--- src/rtl/sis_pkg.sv ---
package sis_pkg;
  localparam int TICKS_PER_BIT = 4;
  localparam int BITS_PER_CH   = 8;

  typedef logic [4:0] dly_t;

  // boundary distance, in ticks, from the first low sample of the frame pulse
  function automatic int fp_ofs(int fp_ticks, logic wide, logic esel);
    int o;
    o = wide ? fp_ticks : fp_ticks / 2;
    if (esel) o = o + fp_ticks / 2;
    return o;
  endfunction
endpackage

--- src/rtl/sis_frame_timer.sv ---
module sis_frame_timer #(
  parameter int FP_TICKS = 16,
  parameter int FTW      = 14
) (
  input  logic           clk_i,
  input  logic           rst_ni,
  input  logic           fp_i,
  input  logic           fp_wide_i,
  input  logic           edge_sel_i,
  output logic [FTW-1:0] ftick_o,
  output logic           sync_o
);
  import sis_pkg::*;

  localparam int CNTW = $clog2(2 * FP_TICKS);

  logic            fp_d;
  logic            fall;
  logic            armed_q;
  logic [CNTW-1:0] cnt_q;
  logic [CNTW-1:0] ld;
  logic            load;

  assign fall = fp_d & ~fp_i;
  // countdown ends one edge early so that ftick reads 0 at the boundary edge
  assign ld   = CNTW'(fp_ofs(FP_TICKS, fp_wide_i, edge_sel_i) - 2);
  assign load = armed_q & (cnt_q == '0);

  always_ff @(posedge clk_i or negedge rst_ni) begin
    if (!rst_ni) fp_d <= 1'b1;
    else         fp_d <= fp_i;
  end

  always_ff @(posedge clk_i or negedge rst_ni) begin
    if (!rst_ni) begin
      armed_q <= 1'b0;
      cnt_q   <= '0;
    end else if (fall) begin
      armed_q <= 1'b1;
      cnt_q   <= ld;
    end else if (armed_q) begin
      if (cnt_q == '0) armed_q <= 1'b0;
      else             cnt_q   <= cnt_q - 1'b1;
    end
  end

  always_ff @(posedge clk_i or negedge rst_ni) begin
    if (!rst_ni) begin
      ftick_o <= '0;
      sync_o  <= 1'b0;
    end else begin
      ftick_o <= load ? '0 : ftick_o + 1'b1;
      sync_o  <= sync_o | load;
    end
  end

  p_tick_adv_r2: assert property (@(posedge clk_i) disable iff (!rst_ni)
    !load |=> ftick_o == FTW'($past(ftick_o) + 1'b1));

  p_sync_keep_r9: assert property (@(posedge clk_i) disable iff (!rst_ni)
    sync_o |=> sync_o);

  p_arm_on_fall_r2: assert property (@(posedge clk_i) disable iff (!rst_ni)
    fall |=> armed_q);
endmodule

--- src/rtl/sis_offset_dec.sv ---
module sis_offset_dec
  import sis_pkg::*;
(
  input  logic       samp_mode_i,
  input  dly_t       dly_i,
  output logic [5:0] ofs_o
);
  logic [5:0] whole;
  logic [5:0] frac;

  assign whole = {1'b0, dly_i[4:2], 2'b00};
  // default phase is the last quarter of the bit; mode picks the direction of the quarter step
  assign frac  = samp_mode_i ? 6'(3 - dly_i[1:0]) : 6'(3 + dly_i[1:0]);
  assign ofs_o = whole + frac;
endmodule

--- src/rtl/sis_lane.sv ---
module sis_lane
  import sis_pkg::*;
#(
  parameter int FTW = 14,
  parameter int CHW = 9
) (
  input  logic           clk_i,
  input  logic           rst_ni,
  input  logic [FTW-1:0] ftick_i,
  input  logic           sync_i,
  input  logic           samp_mode_i,
  input  dly_t           dly_i,
  input  logic           sd_i,
  output logic           vld_o,
  output logic [CHW-1:0] ch_o,
  output logic [7:0]     byte_o
);
  logic [5:0]     ofs;
  logic [FTW-1:0] rel;
  logic [6:0]     sh_q;
  logic           hit;
  logic           last;

  sis_offset_dec u_dec (
    .samp_mode_i(samp_mode_i),
    .dly_i      (dly_i),
    .ofs_o      (ofs)
  );

  assign rel  = ftick_i - FTW'(ofs);
  assign hit  = sync_i & (rel[1:0] == 2'b00);
  assign last = rel[4:2] == 3'(BITS_PER_CH - 1);

  always_ff @(posedge clk_i or negedge rst_ni) begin
    if (!rst_ni) begin
      sh_q   <= '0;
      vld_o  <= 1'b0;
      ch_o   <= '0;
      byte_o <= '0;
    end else begin
      vld_o <= 1'b0;
      if (hit) begin
        sh_q <= {sh_q[5:0], sd_i};
        if (last) begin
          vld_o  <= 1'b1;
          byte_o <= {sh_q, sd_i};
          ch_o   <= rel[FTW-1:5];
        end
      end
    end
  end

  p_vld_pulse_r6: assert property (@(posedge clk_i) disable iff (!rst_ni)
    vld_o |=> !vld_o);

  p_vld_sync_r1: assert property (@(posedge clk_i) disable iff (!rst_ni)
    vld_o |-> sync_i);

  p_ch_hold_r6: assert property (@(posedge clk_i) disable iff (!rst_ni)
    !$stable(ch_o) |-> vld_o);
endmodule

--- src/rtl/ser_in_sampler.sv ---
module ser_in_sampler
  import sis_pkg::*;
#(
  parameter int N_STREAMS = 8,
  parameter int CHANNELS  = 512,
  parameter int FP_TICKS  = 16,
  localparam int CHW      = $clog2(CHANNELS),
  localparam int FTW      = CHW + $clog2(BITS_PER_CH) + $clog2(TICKS_PER_BIT)
) (
  input  logic                            clk_i,
  input  logic                            rst_ni,
  input  logic                            fp_i,
  input  logic                            fp_wide_i,
  input  logic                            edge_sel_i,
  input  logic                            samp_mode_i,
  input  logic [N_STREAMS-1:0]            sd_i,
  input  logic [N_STREAMS-1:0][4:0]       dly_i,
  output logic [N_STREAMS-1:0]            vld_o,
  output logic [N_STREAMS-1:0][CHW-1:0]   ch_o,
  output logic [N_STREAMS-1:0][7:0]       byte_o
);
  logic [FTW-1:0] ftick;
  logic           sync;

  sis_frame_timer #(
    .FP_TICKS(FP_TICKS),
    .FTW     (FTW)
  ) u_tmr (
    .clk_i     (clk_i),
    .rst_ni    (rst_ni),
    .fp_i      (fp_i),
    .fp_wide_i (fp_wide_i),
    .edge_sel_i(edge_sel_i),
    .ftick_o   (ftick),
    .sync_o    (sync)
  );

  for (genvar s = 0; s < N_STREAMS; s++) begin : g_lane
    sis_lane #(
      .FTW(FTW),
      .CHW(CHW)
    ) u_lane (
      .clk_i      (clk_i),
      .rst_ni     (rst_ni),
      .ftick_i    (ftick),
      .sync_i     (sync),
      .samp_mode_i(samp_mode_i),
      .dly_i      (dly_i[s]),
      .sd_i       (sd_i[s]),
      .vld_o      (vld_o[s]),
      .ch_o       (ch_o[s]),
      .byte_o     (byte_o[s])
    );
  end

  p_quiet_unsynced_r1: assert property (@(posedge clk_i) disable iff (!rst_ni)
    !sync |=> vld_o == '0);
endmodule

--- config.mk ---
export PLATFORM = sky130hd
export DESIGN_NAME = ser_in_sampler
export DESIGN_NICKNAME = d
export VERILOG_FILES = /design/src/rtl/sis_pkg.sv /design/src/rtl/sis_frame_timer.sv /design/src/rtl/sis_offset_dec.sv /design/src/rtl/sis_lane.sv /design/src/rtl/ser_in_sampler.sv
export SDC_FILE = /design/constraint.sdc
export NUM_CORES = 1
export LEC_CHECK = 0
export BUFFER_PORTS_ARGS = -buffer_cell sky130_fd_sc_hd__buf_2
export CORE_UTILIZATION = 55
export CTS_CLUSTER_SIZE = 28
export DETAILED_ROUTE_END_ITERATION = 10
export PLACE_DENSITY = 0.78
export SETUP_SLACK_MARGIN = 0.4
export SYNTH_ARGS = -nofsm -noshare
export SYNTH_HDL_FRONTEND = slang
export SYNTH_SLANG_ARGS = --single-unit
--- constraint.sdc ---
create_clock -name clk_i -period 3.8 [get_ports clk_i]
set_clock_uncertainty 0.2 [all_clocks]
set_input_delay 0.19 -clock clk_i [delete_from_list [all_inputs] [get_ports clk_i]]
set_output_delay 0.19 -clock clk_i [all_outputs]
set_load 0.02 [all_outputs]
======== Word level (Yosys, flattened, before mapping) ========
Index checks and enable logic that the tools add are counted.
word-level totals
  register bits ........................... 222
  bits of input ports ..................... 54
  output and inout port bits .............. 144
  logic and storage cells ................. 146
cells by class
  add/subtract/negate cells ............... 36
  equal/unequal tests ..................... 9
  mux-type cells .......................... 33
  bitwise logic cells ..................... 12
  reductions and logical operators ........ 19
operators with widths
  operator                                                                 number
  14-bit by 6-bit subtractor with 14-bit output                            8
  5-bit by 6-bit adder with 6-bit output                                   8
  6-bit 2-to-1 mux                                                         8
  5-bit 2-to-1 mux                                                         5
  2-bit by 2-bit adder with 3-bit output, first input constant             8
  3-bit equality test, second input constant                               8
  2-bit by 2-bit subtractor with 3-bit output, first input constant        8
  1-bit 2-to-1 mux                                                         19
  2-bit AND reduction                                                      9
  2-bit logical NOT                                                        8
  14-bit by 1-bit adder with 14-bit output, second input constant          1
  14-bit 2-to-1 mux                                                        1
  1-bit bitwise AND                                                        10
  5-bit by 4-bit adder with 5-bit output, second input constant            1
  5-bit logical NOT                                                        1
  5-bit by 1-bit subtractor with 5-bit output, second input constant       1
  5-bit by 3-bit subtractor with 5-bit output, second input constant       1
  2-bit by 1-bit inequality test with 1-bit output, second input constant  1
  2-bit nonzero test                                                       1
  1-bit inverter                                                           1
  1-bit OR                                                                 1

======== Depth between registers and ports, before layout ========
Gate-level depths: netlist of run 1.
  depth in word-level cells ............... 7
  gate-level depth with buffers ........... 14
  depth with buffers taken out ............ 13

======== Modules after synthesis ========
Synthesis of run 1 repeated with hierarchy kept, for this count alone.
unflattened totals
  cells, all modules ...................... 1122
  area, all modules ....................... 13108.8 sq um
modules (own cells, without submodules)
  module                            instances  cells each  area each (sq um)  sequential area each (sq um)
  sis_lane at g_lane[0].u_lane ...  7          116         1428.9             625.6
  sis_lane at g_lane[3].u_lane      1          122         1372.6             625.6
  sis_frame_timer                   1          108         1103.6             551.8
  sis_offset_dec                    8          10          78.8               0.0

======== Worst setup path after synthesis of run 1 ========
No wires, ideal clock.
  kind .................................... input to register
  start ................................... input port samp_mode_i
  end ..................................... register g_lane[5].u_lane.byte_o[0]
  setup time .............................. 0.125 ns
  arrival time ............................ 3.206 ns
  required time ........................... 3.475 ns
  path slack .............................. 0.269 ns
  stages .................................. 14
  buffers on the path ..................... 4
  path through ............................ clkbuf_1 > buf_1 > nor2_1 > ha_1 > ha_1 > inv_1 > ha_1 > clkbuf_1 > nand2b_1 > o21ai_1 > a211o_1 > o211ai_2 > buf_2 > mux2_2
between the ends
  cells in the longest elaborated chain, start to end .. 6
  elaborated cells between the ends (all ways) .. 7
  those cells by class .................... add/sub (2); eq/ne (1); mux (1); bitwise (1); reduce/logical (2)
ends and longest elaborated chain
  what                                             line                  text
  start: declaration                               ser_in_sampler.sv:15  input logic samp_mode_i,
  6-bit 2-to-1 mux *                               sis_offset_dec.sv:13  assign frac = samp_mode_i ? 6'(3 - dly_i[1:0]) : 6'(3 + dly_i[1:0]);
  5-bit by 6-bit adder with 6-bit output *         sis_offset_dec.sv:14  assign ofs_o = whole + frac;
  14-bit by 6-bit subtractor with 14-bit output *  sis_lane.sv:30        assign rel = ftick_i - FTW'(ofs);
  2-bit logical NOT                                sis_lane.sv:31        assign hit = sync_i & (rel[1:0] == 2'b00);
  1-bit bitwise AND                                sis_lane.sv:31
  2-bit AND reduction (no source line) *           -
  end signal: assignment                           sis_lane.sv:46        byte_o <= {sh_q, sd_i};
  end: declaration                                 sis_lane.sv:16        output logic [7:0] byte_o
Mark *: on every way between the ends. The rest lies on a longest branch, timed or not.
A chain may end at the register's enable or synchronous reset.

======== Worst setup path in the final report of run 1 ========
  start ................................... register u_tmr.ftick_o[3]
  end ..................................... register g_lane[1].u_lane.ch_o[8]
between the ends
  cells in the longest elaborated chain, start to end .. 3
ends and longest elaborated chain
  what                                             line                   text
  start: declaration                               sis_frame_timer.sv:10  output logic [FTW-1:0] ftick_o,
  start signal: assignment                         sis_frame_timer.sv:52  ftick_o <= load ? '0 : ftick_o + 1'b1;
  14-bit by 6-bit subtractor with 14-bit output *  sis_lane.sv:30
  3-bit equality test                              sis_lane.sv:32         assign last = rel[4:2] == 3'(BITS_PER_CH - 1);
  2-bit AND reduction (no source line)             -
  end signal: assignment                           sis_lane.sv:47         ch_o <= rel[FTW-1:5];
  end: declaration                                 sis_lane.sv:15         output logic [CHW-1:0] ch_o,
Marked as above.

==> impl_metrics.csv, run 1 <==
group,metric,value,unit
outcome,status,"completed",
synth,yosys.area_share.simple,9.46,%
synth,async_flop_share,100,%
setup_path,regToRegStartpoint,"u_tmr.ftick_o[3]",
setup_path,startpoint_type,"flip-flop",
setup_path,r2r_setup_slack,0.54,ns
cells_and_area,most-common-layout-cells,"dfrtp_1, buf_2, mux2_2",
synth,synthXorXnorAreaFrac,7.34,%
timing,rsz0062_at_grt,"no",
synth,ys_seq_area_share,46.5,%
power_and_ir_drop,vdd_drop_max,462,uV
drt,num_vias,8713,
setup_path,slowest_delay,0.85,ns
drt,wl,28.0,mm
global_route,busiest_layer,"met2",
cells_and_area,area_growth,20.0,%
synth,ys_warn_count,0,
global_route,grt_pass1_vias,8878,
placement,dp.cells,1532,
timing,setup_violations,0,
clock_tree,cts-root-buf,"clkbuf_16",
drt,firstDrtPassIters,5,
global_route,grtUsageMet3,5.63,%
global_route,met1_usage,32.7,%
setup_path,worstPathMaxFanout,11,
timing,hold_ws,0.0736,ns
clock_tree,clkSinkCount,222,
setup_path,worstPathCellList,"ha_1 -> a21oi_1 -> nor2b_1 -> o41ai_1 -> nand2b_1 -> xnor2_1 -> mux2_2",
synth,synth.largest_area_cell,"dfrtp_1",
global_route,antenna_found_initial,0,
synth,synth_mux_area_share,15.5,%
drt,drc_errors,0,
synth,ys_ff_latch,222,
min_path,hp-class,"in2async",
setup_path,startpoint,"u_tmr.ftick_o[3]",
synth,synth_edf_count,0,
drt,ant_nets,0,
placement,dp_hpwl,19.7,mm
synth,synth-main-ff-cell,"dfrtp_1",
power_and_ir_drop,p_leak,7.31,nW
synth,synth_cell_types,53,
placement,gp_congestion,0.891,
die,io_pins,198,
run,cap_violations,0,
cells_and_area,final_core_util,67.7,%
global_route,grt_usage,26.0,%
setup_path,reg2reg_depth,7,
setup_path,critPathCapture,"g_lane[1].u_lane.ch_o[8]",
clock_tree,cts_tree,"built",
timing,finalCritPeriodShare,85.7,%
clock_tree,clk_latency,0.51,ns
setup_path,critPathSlowestCell,"dfrtp_1",
timing,hold_violations,0,
synth,synth_top_family_by_area,"multiplexers",
synth,yosys-top-cells-area,"dfrtp_1, mux2_2, ha_1",
cells_and_area,drive_above_1_share,33.6,%
drt,via_per_inst,5.47,
synth,syn_area_per_cell,11.1,sq um
timing,layout_setup_ws,0.542,ns
global_route,grt_start_max_net_pins,98,
power_and_ir_drop,pwr_density_cell,919,nW/um^2
global_route,use_met2,45.0,%
placement,port_buffers,197,
timing,tns,0,ns
clock_tree,cts.clk_slew.worst_paths,0.06,ns
timing,relSlewSlack,45.5,%
drt,first_iter_violations,414,
die,num_rows,53,
die,coreArea,21200,sq um
synth,synth-compound-area-share,8.23,%
cells_and_area,num-fill-cells,1626,
setup_path,worstPathArrival,3.45,ns
synth,syn_inst,1080,
clock_tree,clockBufferDepth,3,
timing,max_freq,307,MHz
setup_path,r2r_end,"g_lane[1].u_lane.ch_o[8]",
drt,routedWlPerCell,17.6,microns
timing,period_needed,3.26,ns
cells_and_area,layout_commonest_cell,"dfrtp_1",
setup_path,end_kind,"flip-flop",
die,initial_utilization,56.4,%
synth,netlist_area,11900,sq um
global_route,overflow,0,
clock_tree,htree_levels,1,
die,die_h,149,microns
setup_path,cp.required,3.99,ns
synth,yosys.area_share.adder,9.31,%
global_route,grt_first_pass_wirelength,45.3,mm
synth,yosys.area.top_type_share,46.3,%
placement,pre_cts_ws,0.398,ns
clock_tree,cts_buffers,24,
setup_path,critical_path_class,"reg2reg",
synth,synthesis.nets,1218,
cells_and_area,finalNonFillerCells,1592,
die,die-area,22300,sq um
cells_and_area,nNetsFinal,1437,
die,die_x,149,microns
timing,slew_viol_final,0,
timing,tightest_slew,0.807,ns
-- worst min-delay path by stage --
stage / from / to / depth (start not counted)
after global routing: rst_ni / g_lane[2].u_lane.byte_o[5] / 2
after global placement: rst_ni / g_lane[2].u_lane.byte_o[4] / 1
final: rst_ni / g_lane[2].u_lane.byte_o[5] / 2
after CTS: rst_ni / g_lane[2].u_lane.byte_o[5] / 2
after floorplan: rst_ni / g_lane[0].u_lane.byte_o[0] / 0
after detailed placement: rst_ni / g_lane[2].u_lane.byte_o[4] / 1
-- worst max-delay path, delay by kind of cell (launching register included) --
family	cells	cell delay, ns
AO/OA/AOI/OAI	2	0.90
flip-flops	1	0.85
adder cells (fa/ha/maj)	1	0.43
multiplexers	1	0.30
AND/OR/NAND/NOR	2	0.26
XOR/XNOR	1	0.18
-- cell type report --
| type | instances | area [sq um] | share of cell area [%] |
|---|---|---|---|
| repair buffers | 239 | 1370 | 9.55 |
| multi-input cells | 754 | 5960 | 41.6 |
| flip-flops and latches | 222 | 5560 | 38.8 |
| diodes | 1 | 2.50 | 0.0175 |
| inverters | 58 | 221 | 1.55 |
| clock inverters | 9 | 135 | 0.943 |
| well taps | 275 | 344 | 2.40 |
| clock buffers | 34 | 739 | 5.16 |
-- cell usage after synthesis (5+ instances only) --
master     count
ha_1          76
mux2_2       163
buf_1          6
nand3b_1       9
dfrtp_1      221
a21o_1         8
xnor2_1       80
xor2_1        20
or3_1          6
inv_1         57
nand2b_1      13
nor3_1        10
fa_1           8
or2_2          8
nand3_1       18
o2111ai_1      5
nand2_1       72
nor2b_1        5
clkbuf_1      27
buf_4          8
o21a_1         5
o21ai_0       65
nor2_1        90
buf_2          5
a21oi_1       31
a211oi_1       8
a311oi_1       5
o211ai_1       7
-- sequential cells by signal (all words and copies together) (netlist names) --
signal,cells
g_lane.u_lane.ch_o,72
g_lane.u_lane.byte_o,64
g_lane.u_lane.sh_q,56
u_tmr.ftick_o,14
g_lane.u_lane.vld_o,8
u_tmr.cnt_q,5
u_tmr.armed_q,1
u_tmr.fp_d,1
u_tmr.sync_o,1
-- power breakdown --
part | total (W) | switching (W) | internal (W)
logic | 0.00672 | 0.00372 | 0.00301
registers | 0.00393 | 0.000648 | 0.00328
clock network | 0.00252 | 0.000955 | 0.00156
-- repair_timing --
action	CTS	global route
endpoints found under the setup margin	1	45
hold buffers	13	0
setup buffers	0	3
gates resized for setup	1	0
gates cloned	0	0
endpoints found under the hold margin	109	0
pin swaps	0	2
-- layer usage --
metal  up-vias  share of wire, %  routed length [microns]
li1       4174                 -                        -
met2       239                49                    13900
met1      4256                42                    11700
met4         0               2.3                      646
met3        44               6.5                     1820
met5         -                 0                        0
-- through the flow --
stage               power (W)  cell area, sq um
global placement       0.0103             13300
detailed placement     0.0106             13300
CTS                    0.0132             14300
finish                 0.0132             14300
global route           0.0141             14300
floorplan             0.00876             11900
-- cell families after synthesis --
kind of cell,Yosys count
simple gates,247
buf+inv,104
mux,165
xor+xnor,100
flops,222
fa+ha+maj,84
compound gates,158
Note: power is estimated with default switching activity, not from simulation.
==> run 2, diff against run 1 <==
CORE_UTILIZATION = 62   (was 55)
PLACE_DENSITY = 0.87   (was 0.78)
clock period = 4.1 ns   (was 3.8 ns; I/O delays follow)
==> run 2 against run 1 <==
First-iteration DRC count grew 18%; sequential share of layout area increased by 0.66 points; total power shrank 9.2%; critical endpoint is now g_lane[2].u_lane.ch_o[0]; sequential power shrank 5.1%; die area shrank 11%; worst setup slack better by 0.018 ns; critical path type unchanged.
==> impl_metrics.csv, run 2 (synthesis results as in run 1) <==
group,metric,value,unit
outcome,status,"completed",
setup_path,cp_common_cell,"inv_1",
cells_and_area,largest_register_ffs,72,
clock_tree,cts-root-buf,"clkbuf_16",
clock_tree,cts_buffers,23,
clock_tree,clk_latency,0.50,ns
setup_path,critPathSlowestCell,"or4_1",
setup_path,startpoint_type,"flip-flop",
drt,num_vias,8874,
drt,ant_nets,0,
clock_tree,clockBufferDepth,3,
cells_and_area,area_growth,18.0,%
drt,via_per_inst,5.76,
timing,slew_viol_final,0,
cells_and_area,final_core_util,75.1,%
drt,first_iter_violations,490,
timing,relSlewSlack,43.3,%
die,die_x,141,microns
cells_and_area,layout_commonest_cell,"dfrtp_1",
timing,setup_violations,0,
cells_and_area,largestRegisters,"g_lane.u_lane.ch_o: 72 flops, g_lane.u_lane.byte_o: 64 flops, g_lane.u_lane.sh_q: 56 flops",
die,die-area,19800,sq um
timing,max_freq,282,MHz
power_and_ir_drop,vdd_drop_max,477,uV
setup_path,slowest_delay,0.60,ns
placement,gp_congestion,0.838,
die,initial_utilization,63.6,%
setup_path,worstPathCellList,"clkinvlp_4 -> ha_1 -> inv_1 -> fa_1 -> nand3b_1 -> or4_1 -> buf_4 -> inv_1 -> mux2_2",
die,die_h,141,microns
global_route,antenna_found_initial,0,
die,num_rows,50,
cells_and_area,largest_register,"g_lane.u_lane.ch_o",
placement,port_buffers,197,
setup_path,cp_top_family,"simple AND/OR/NAND/NOR gates",
timing,tightest_slew,0.847,ns
cells_and_area,most-common-layout-cells,"dfrtp_1, buf_2, mux2_2",
placement,place_area,13200,sq um
timing,tns,0,ns
setup_path,path_buf_inv,4,
run,cap_violations,0,
global_route,grt_start_max_net_pins,97,
clock_tree,cts.clk_slew.worst_paths,0.07,ns
setup_path,cp.required,4.28,ns
placement,dp_hpwl,19.4,mm
global_route,grt_pass1_vias,8893,
die,io_pins,198,
drt,routedWlPerCell,18.1,microns
power_and_ir_drop,pwr_density_cell,849,nW/um^2
global_route,overflow,0,
cells_and_area,drive_above_1_share,32.8,%
global_route,grt_usage,28.6,%
timing,period_needed,3.54,ns
global_route,grt_first_pass_wirelength,44.7,mm
setup_path,end_kind,"flip-flop",
timing,hold_violations,0,
cells_and_area,antennaDiodeCount,0,
cells_and_area,nNetsFinal,1432,
timing,rsz0062_at_grt,"no",
clock_tree,htree_levels,1,
clock_tree,clkSinkCount,222,
clock_tree,cts_tree,"built",
drt,wl,28.0,mm
min_path,hp-class,"in2async",
drt,drc_errors,0,
timing,finalCritPeriodShare,86.3,%
die,coreArea,18800,sq um
cells_and_area,stdcell_area,14100,sq um
power_and_ir_drop,p_leak,7.19,nW
setup_path,worstPathArrival,3.72,ns
setup_path,critical_path_class,"reg2reg",
setup_path,worstPathMaxFanout,21,
drt,firstDrtPassIters,5,
==> run 2: cell type report <==
class                           instances  area, sq um
Sequential cell                       222         5560
Inverter                               58          221
Timing Repair Buffer                  235         1330
Clock buffer                           31          626
Multi-Input combinational cell        754         5950
Tap cell                              234          293
Fill cell                            1245         4680
Clock inverter                          7          115
==> run 2: metal layers <==
layer  vias to the layer above  wire length [microns]  global-route usage [%]
met2                       296                  13500                    48.9
met3                        62                   1800                    4.52
met1                      4353                  11800                    37.2
met4                         0                    830                    9.90
met5                         -                      0                       0
li1                       4163                      -                       -
==> run 2: power breakdown <==
part / switching, W / internal [W] / total (W)
logic: 0.00340 / 0.00275 / 0.00615
registers: 0.000688 / 0.00304 / 0.00373
clock network: 0.000830 / 0.00125 / 0.00208
total: 0.00492 / 0.00705 / 0.0120
==> run 2: worst paths after layout <==
| check | from | endpoint | slack [ns] | cells after the start |
|---|---|---|---|---|
| max in group asynchronous | rst_ni | g_lane[6].u_lane.sh_q[0] | 2.51 | 3 |
| hold reg to reg | g_lane[6].u_lane.ch_o[1] | g_lane[6].u_lane.ch_o[1] | 0.27 | 2 |
| setup / recovery | u_tmr.ftick_o[0] | g_lane[2].u_lane.ch_o[0] | 0.56 | 9 |
| setup reg to reg | u_tmr.ftick_o[0] | g_lane[2].u_lane.ch_o[0] | 0.56 | 9 |
| hold / removal | rst_ni | g_lane[2].u_lane.byte_o[3] | 0.10 | 2 |
| min in group clk_i | dly_i[3] | g_lane[0].u_lane.ch_o[0] | 0.13 | 5 |
==> run 2: worst reg2reg max path: cells and delay by family (launching register included) <==
kind,cells,cell delay [ns]
buf+inv,4,0.74
simple gates,2,0.96
mux,1,0.35
fa+ha+maj,2,0.69
flops,1,0.47
==> run 2: metrics by stage <==
step / total power [W] / std cells / setup WS [ns] / hold slack, ns
3_3_place_gp: 0.00952 / 1484 / 0.638 / 0.0655
5_1_grt: 0.0128 / 1541 / 0.423 / 0.131
6_report: 0.0120 / 1541 / 0.560 / 0.104
2_1_floorplan: 0.00811 / 1080 / 0.554 / -0.291
3_5_place_dp: 0.00978 / 1484 / 0.519 / 0.0622
4_1_cts: 0.0119 / 1535 / 0.507 / 0.121
==> run 2: what timing repair did <==
item | in CTS | in global routing
endpoints found under the hold margin | 117 | 0
hold buffers | 13 | 0
resized for setup | 0 | 2
setup buffers | 0 | 6
setup endpoints to repair | 0 | 24
==> run 3, diff against run 2 <==
CORE_UTILIZATION = 63   (was 62)
SYNTH_HIERARCHICAL = 1   (was default)
==> run 3 against run 2 <==
Design area increased by 8.2%; worst setup slack improved by 0.021 ns; sequential power about the same; area after synthesis increased by 9.8%; combinational power increased by 12%; clock power increased by 3%; global-route usage decreased by 0.81 points; count of clock-buffer cells in the layout increased by 1; total power increased by 7.1%; critical path type unchanged; largest cell class unchanged.
==> impl_metrics.csv, run 3 <==
group,metric,value,unit
outcome,status,"completed",
setup_path,path_buf_inv,2,
cells_and_area,largestRegisters,"g_lane.u_lane/ch_o: 72 flops, g_lane.u_lane/byte_o: 64 flops, g_lane.u_lane/sh_q: 56 flops",
drt,met3_length,1.48,mm
drt,highest_layer,"met4",
placement,place_area,14300,sq um
drt,m1WireLength,12.7,mm
synth,synth.largest_area_cell,"dfrtp_1",
placement,port_buffers,197,
synth,synth_edf_count,0,
cells_and_area,drive_above_1_share,37.3,%
power_and_ir_drop,seqPwrFrac,29.4,%
synth,async_flop_share,100,%
setup_path,r2r_setup_slack,0.58,ns
drt,wl,29.4,mm
clock_tree,htree_levels,1,
drt,routedWlPerCell,18.0,microns
power_and_ir_drop,switching_share,40.2,%
synth,yosys.area.top_type_share,42.2,%
setup_path,regToRegStartpoint,"u_tmr/ftick_o[0]",
cells_and_area,largest_register_ffs,72,
cells_and_area,nNetsFinal,1488,
synth,synthesis.nets,1260,
min_path,hp-class,"in2async",
setup_path,startpoint_type,"flip-flop",
power_and_ir_drop,combPwrFrac,53.9,%
clock_tree,cts_setup_buffers,0,
setup_path,cp_top_family,"simple AND/OR/NAND/NOR gates",
clock_tree,clk_latency,0.51,ns
synth,yosys.cell_count.top_type,"dfrtp_1",
drt,drc_errors,0,
synth,ys_seq_area_share,42.4,%
power_and_ir_drop,switching_power,0.00514,W
setup_path,worstPathArrival,3.71,ns
power_and_ir_drop,p_leak,8.33,nW
synth,yosys-top-cells-area,"dfrtp_1, mux2_2, ha_1",
drt,firstDrtPassIters,5,
timing,max_freq,284,MHz
clock_tree,cts_buffers,23,
global_route,grt_first_pass_wirelength,47.9,mm
setup_path,critical_path_class,"reg2reg",
clock_tree,clockBufferDepth,3,
setup_path,worstPathMaxFanout,18,
die,coreArea,20300,sq um
placement,pre_cts_ws,0.403,ns
die,num_rows,52,
die,die_x,146,microns
timing,finalCritPeriodShare,85.8,%
clock_tree,cts.clk_slew.worst_paths,0.07,ns
power_and_ir_drop,vdd_drop_max,550,uV
drt,via_per_inst,5.73,
cells_and_area,most-common-layout-cells,"dfrtp_1, buf_2, mux2_2",
global_route,overflow,0,
die,io_pins,198,
die,die-area,21400,sq um
cells_and_area,finalNonFillerCells,1637,
global_route,grt_usage,27.8,%
cells_and_area,multi_input_area,6910,sq um
drt,ant_nets,0,
power_and_ir_drop,p_int,0.00767,W
timing,tns,0,ns
clock_tree,cts-root-buf,"clkbuf_16",
timing,period_needed,3.52,ns
setup_path,cp.required,4.29,ns
synth,synth-main-ff-cell,"dfrtp_1",
synth,synth_cell_types,58,
timing,tightest_slew,1.02,ns
power_and_ir_drop,power,0.0128,W
setup_path,slowest_delay,1.04,ns
drt,dr_wl_met2,14.4,mm
cells_and_area,stdcell_area,15200,sq um
placement,dp.cells,1582,
cells_and_area,layout_commonest_cell,"dfrtp_1",
placement,gp_congestion,0.851,
clock_tree,cts_tree,"built",
die,initial_utilization,64.6,%
power_and_ir_drop,pwr_density_cell,841,nW/um^2
synth,synth_common_cells,"dfrtp_1, mux2_2, inv_1",
synth,syn_inst,1122,
synth,ys_warn_count,6,
global_route,grt_start_max_net_pins,119,
run,cap_violations,0,
setup_path,reg2reg_depth,7,
clock_tree,clkSinkCount,222,
timing,layout_setup_ws,0.581,ns
synth,syn_area_per_cell,11.7,sq um
setup_path,end_kind,"flip-flop",
global_route,antenna_found_initial,4,
placement,dp_hpwl,20.4,mm
cells_and_area,num-fill-cells,1411,
timing,hold_violations,0,
timing,rsz0062_at_grt,"no",
cells_and_area,seq_area,5560,sq um
global_route,grt_pass1_vias,9484,
timing,slew_viol_final,0,
synth,ys_ff_latch,222,
setup_path,critPathSlowestCell,"or4_1",
power_and_ir_drop,clockPowerShare,16.7,%
drt,first_iter_violations,429,
cells_and_area,area_growth,16.3,%
setup_path,r2r_end,"g_lane[4].u_lane/byte_o[0]",
synth,netlist_area,13100,sq um
drt,num_vias,9388,
die,die_h,146,microns
cells_and_area,largest_register,"g_lane.u_lane/ch_o",
timing,relSlewSlack,32.1,%
timing,setup_violations,0,
setup_path,worstPathCellList,"inv_1 -> ha_1 -> inv_1 -> fa_1 -> nand3b_1 -> or4_1 -> mux2_4",
setup_path,cp_common_cell,"inv_1",
[run 3: cells by family (layout without fill, tap and decap cells)]
kind of cell               count (synthesis)  after routing  synth area share (%)
AOI/OAI and AO/OA                        162            162                  8.79
xor gates and xnor gates                  90             90                  6.01
adders and majority gates                 84             84                  8.48
buffers and inverters                    126            367                  5.04
DFF                                      222            222                  42.4
muxes                                    195            195                  18.2
other                                      0              4                     0
and+or+nand+nor                          243            243                  11.1
[run 3: layout make-up]
cell class,count,share of cell area (%)
clock buffer,32,4.33
sequential,222,36.5
inverter,100,2.46
tap,270,2.22
antenna,4,0.0657
clock inverter,6,0.714
multi-input combinational,774,45.3
timing repair buffer,229,8.41
[run 3: worst max path at each step]
stage                           startpoint  depth (start not counted)                          to
final                     u_tmr/ftick_o[0]                          7  g_lane[4].u_lane/byte_o[0]
after global routing      u_tmr/ftick_o[0]                          7  g_lane[6].u_lane/byte_o[0]
after CTS                 u_tmr/ftick_o[0]                          7  g_lane[1].u_lane/byte_o[2]
after detailed placement  u_tmr/ftick_o[0]                          7  g_lane[1].u_lane/byte_o[2]
after global placement    u_tmr/ftick_o[0]                          7  g_lane[1].u_lane/byte_o[0]
after floorplan           u_tmr/ftick_o[1]                          7  g_lane[3].u_lane/byte_o[0]
[run 3: repair_timing]
action / CTS / global route
gates resized for setup: 1 / 4
hold endpoints to repair: 136 / 0
hold buffers: 13 / 0
endpoints found under the setup margin: 1 / 113
[run 3: worst register-to-register path: stages (launching register included)]
cell	delay, ns
dfrtp_2	0.56
inv_1	0.09
ha_1	0.22
inv_1	0.07
fa_1	0.39
nand3b_1	0.39
or4_1	1.04
mux2_4	0.45
[run 3: per-layer routing]
metal / up-vias / track usage (%)
met3: 63 / 3.41
met5: - / 0
met4: 0 / 9.90
met2: 299 / 47.6
li1: 4467 / -
met1: 4559 / 36.4
[run 3: stage by stage]
step	utilization, %	hold slack, ns
floorplan	-	-0.291
global route	75.1	0.157
finish	75.1	0.149
detailed placement	70.5	0.136
global placement	70.5	0.129
CTS	75.0	0.155
[run 3: power by group through the flow]
stage / registers [W] / clock network (W) / logic, W
4_1_cts: 0.00376 / 0.00217 / 0.00691
6_report: 0.00376 / 0.00214 / 0.00691
3_3_place_gp: 0.00373 / 0 / 0.00660
3_5_place_dp: 0.00378 / 0 / 0.00684
2_1_floorplan: 0.00431 / 0 / 0.00470
5_1_grt: 0.00388 / 0.00226 / 0.00751
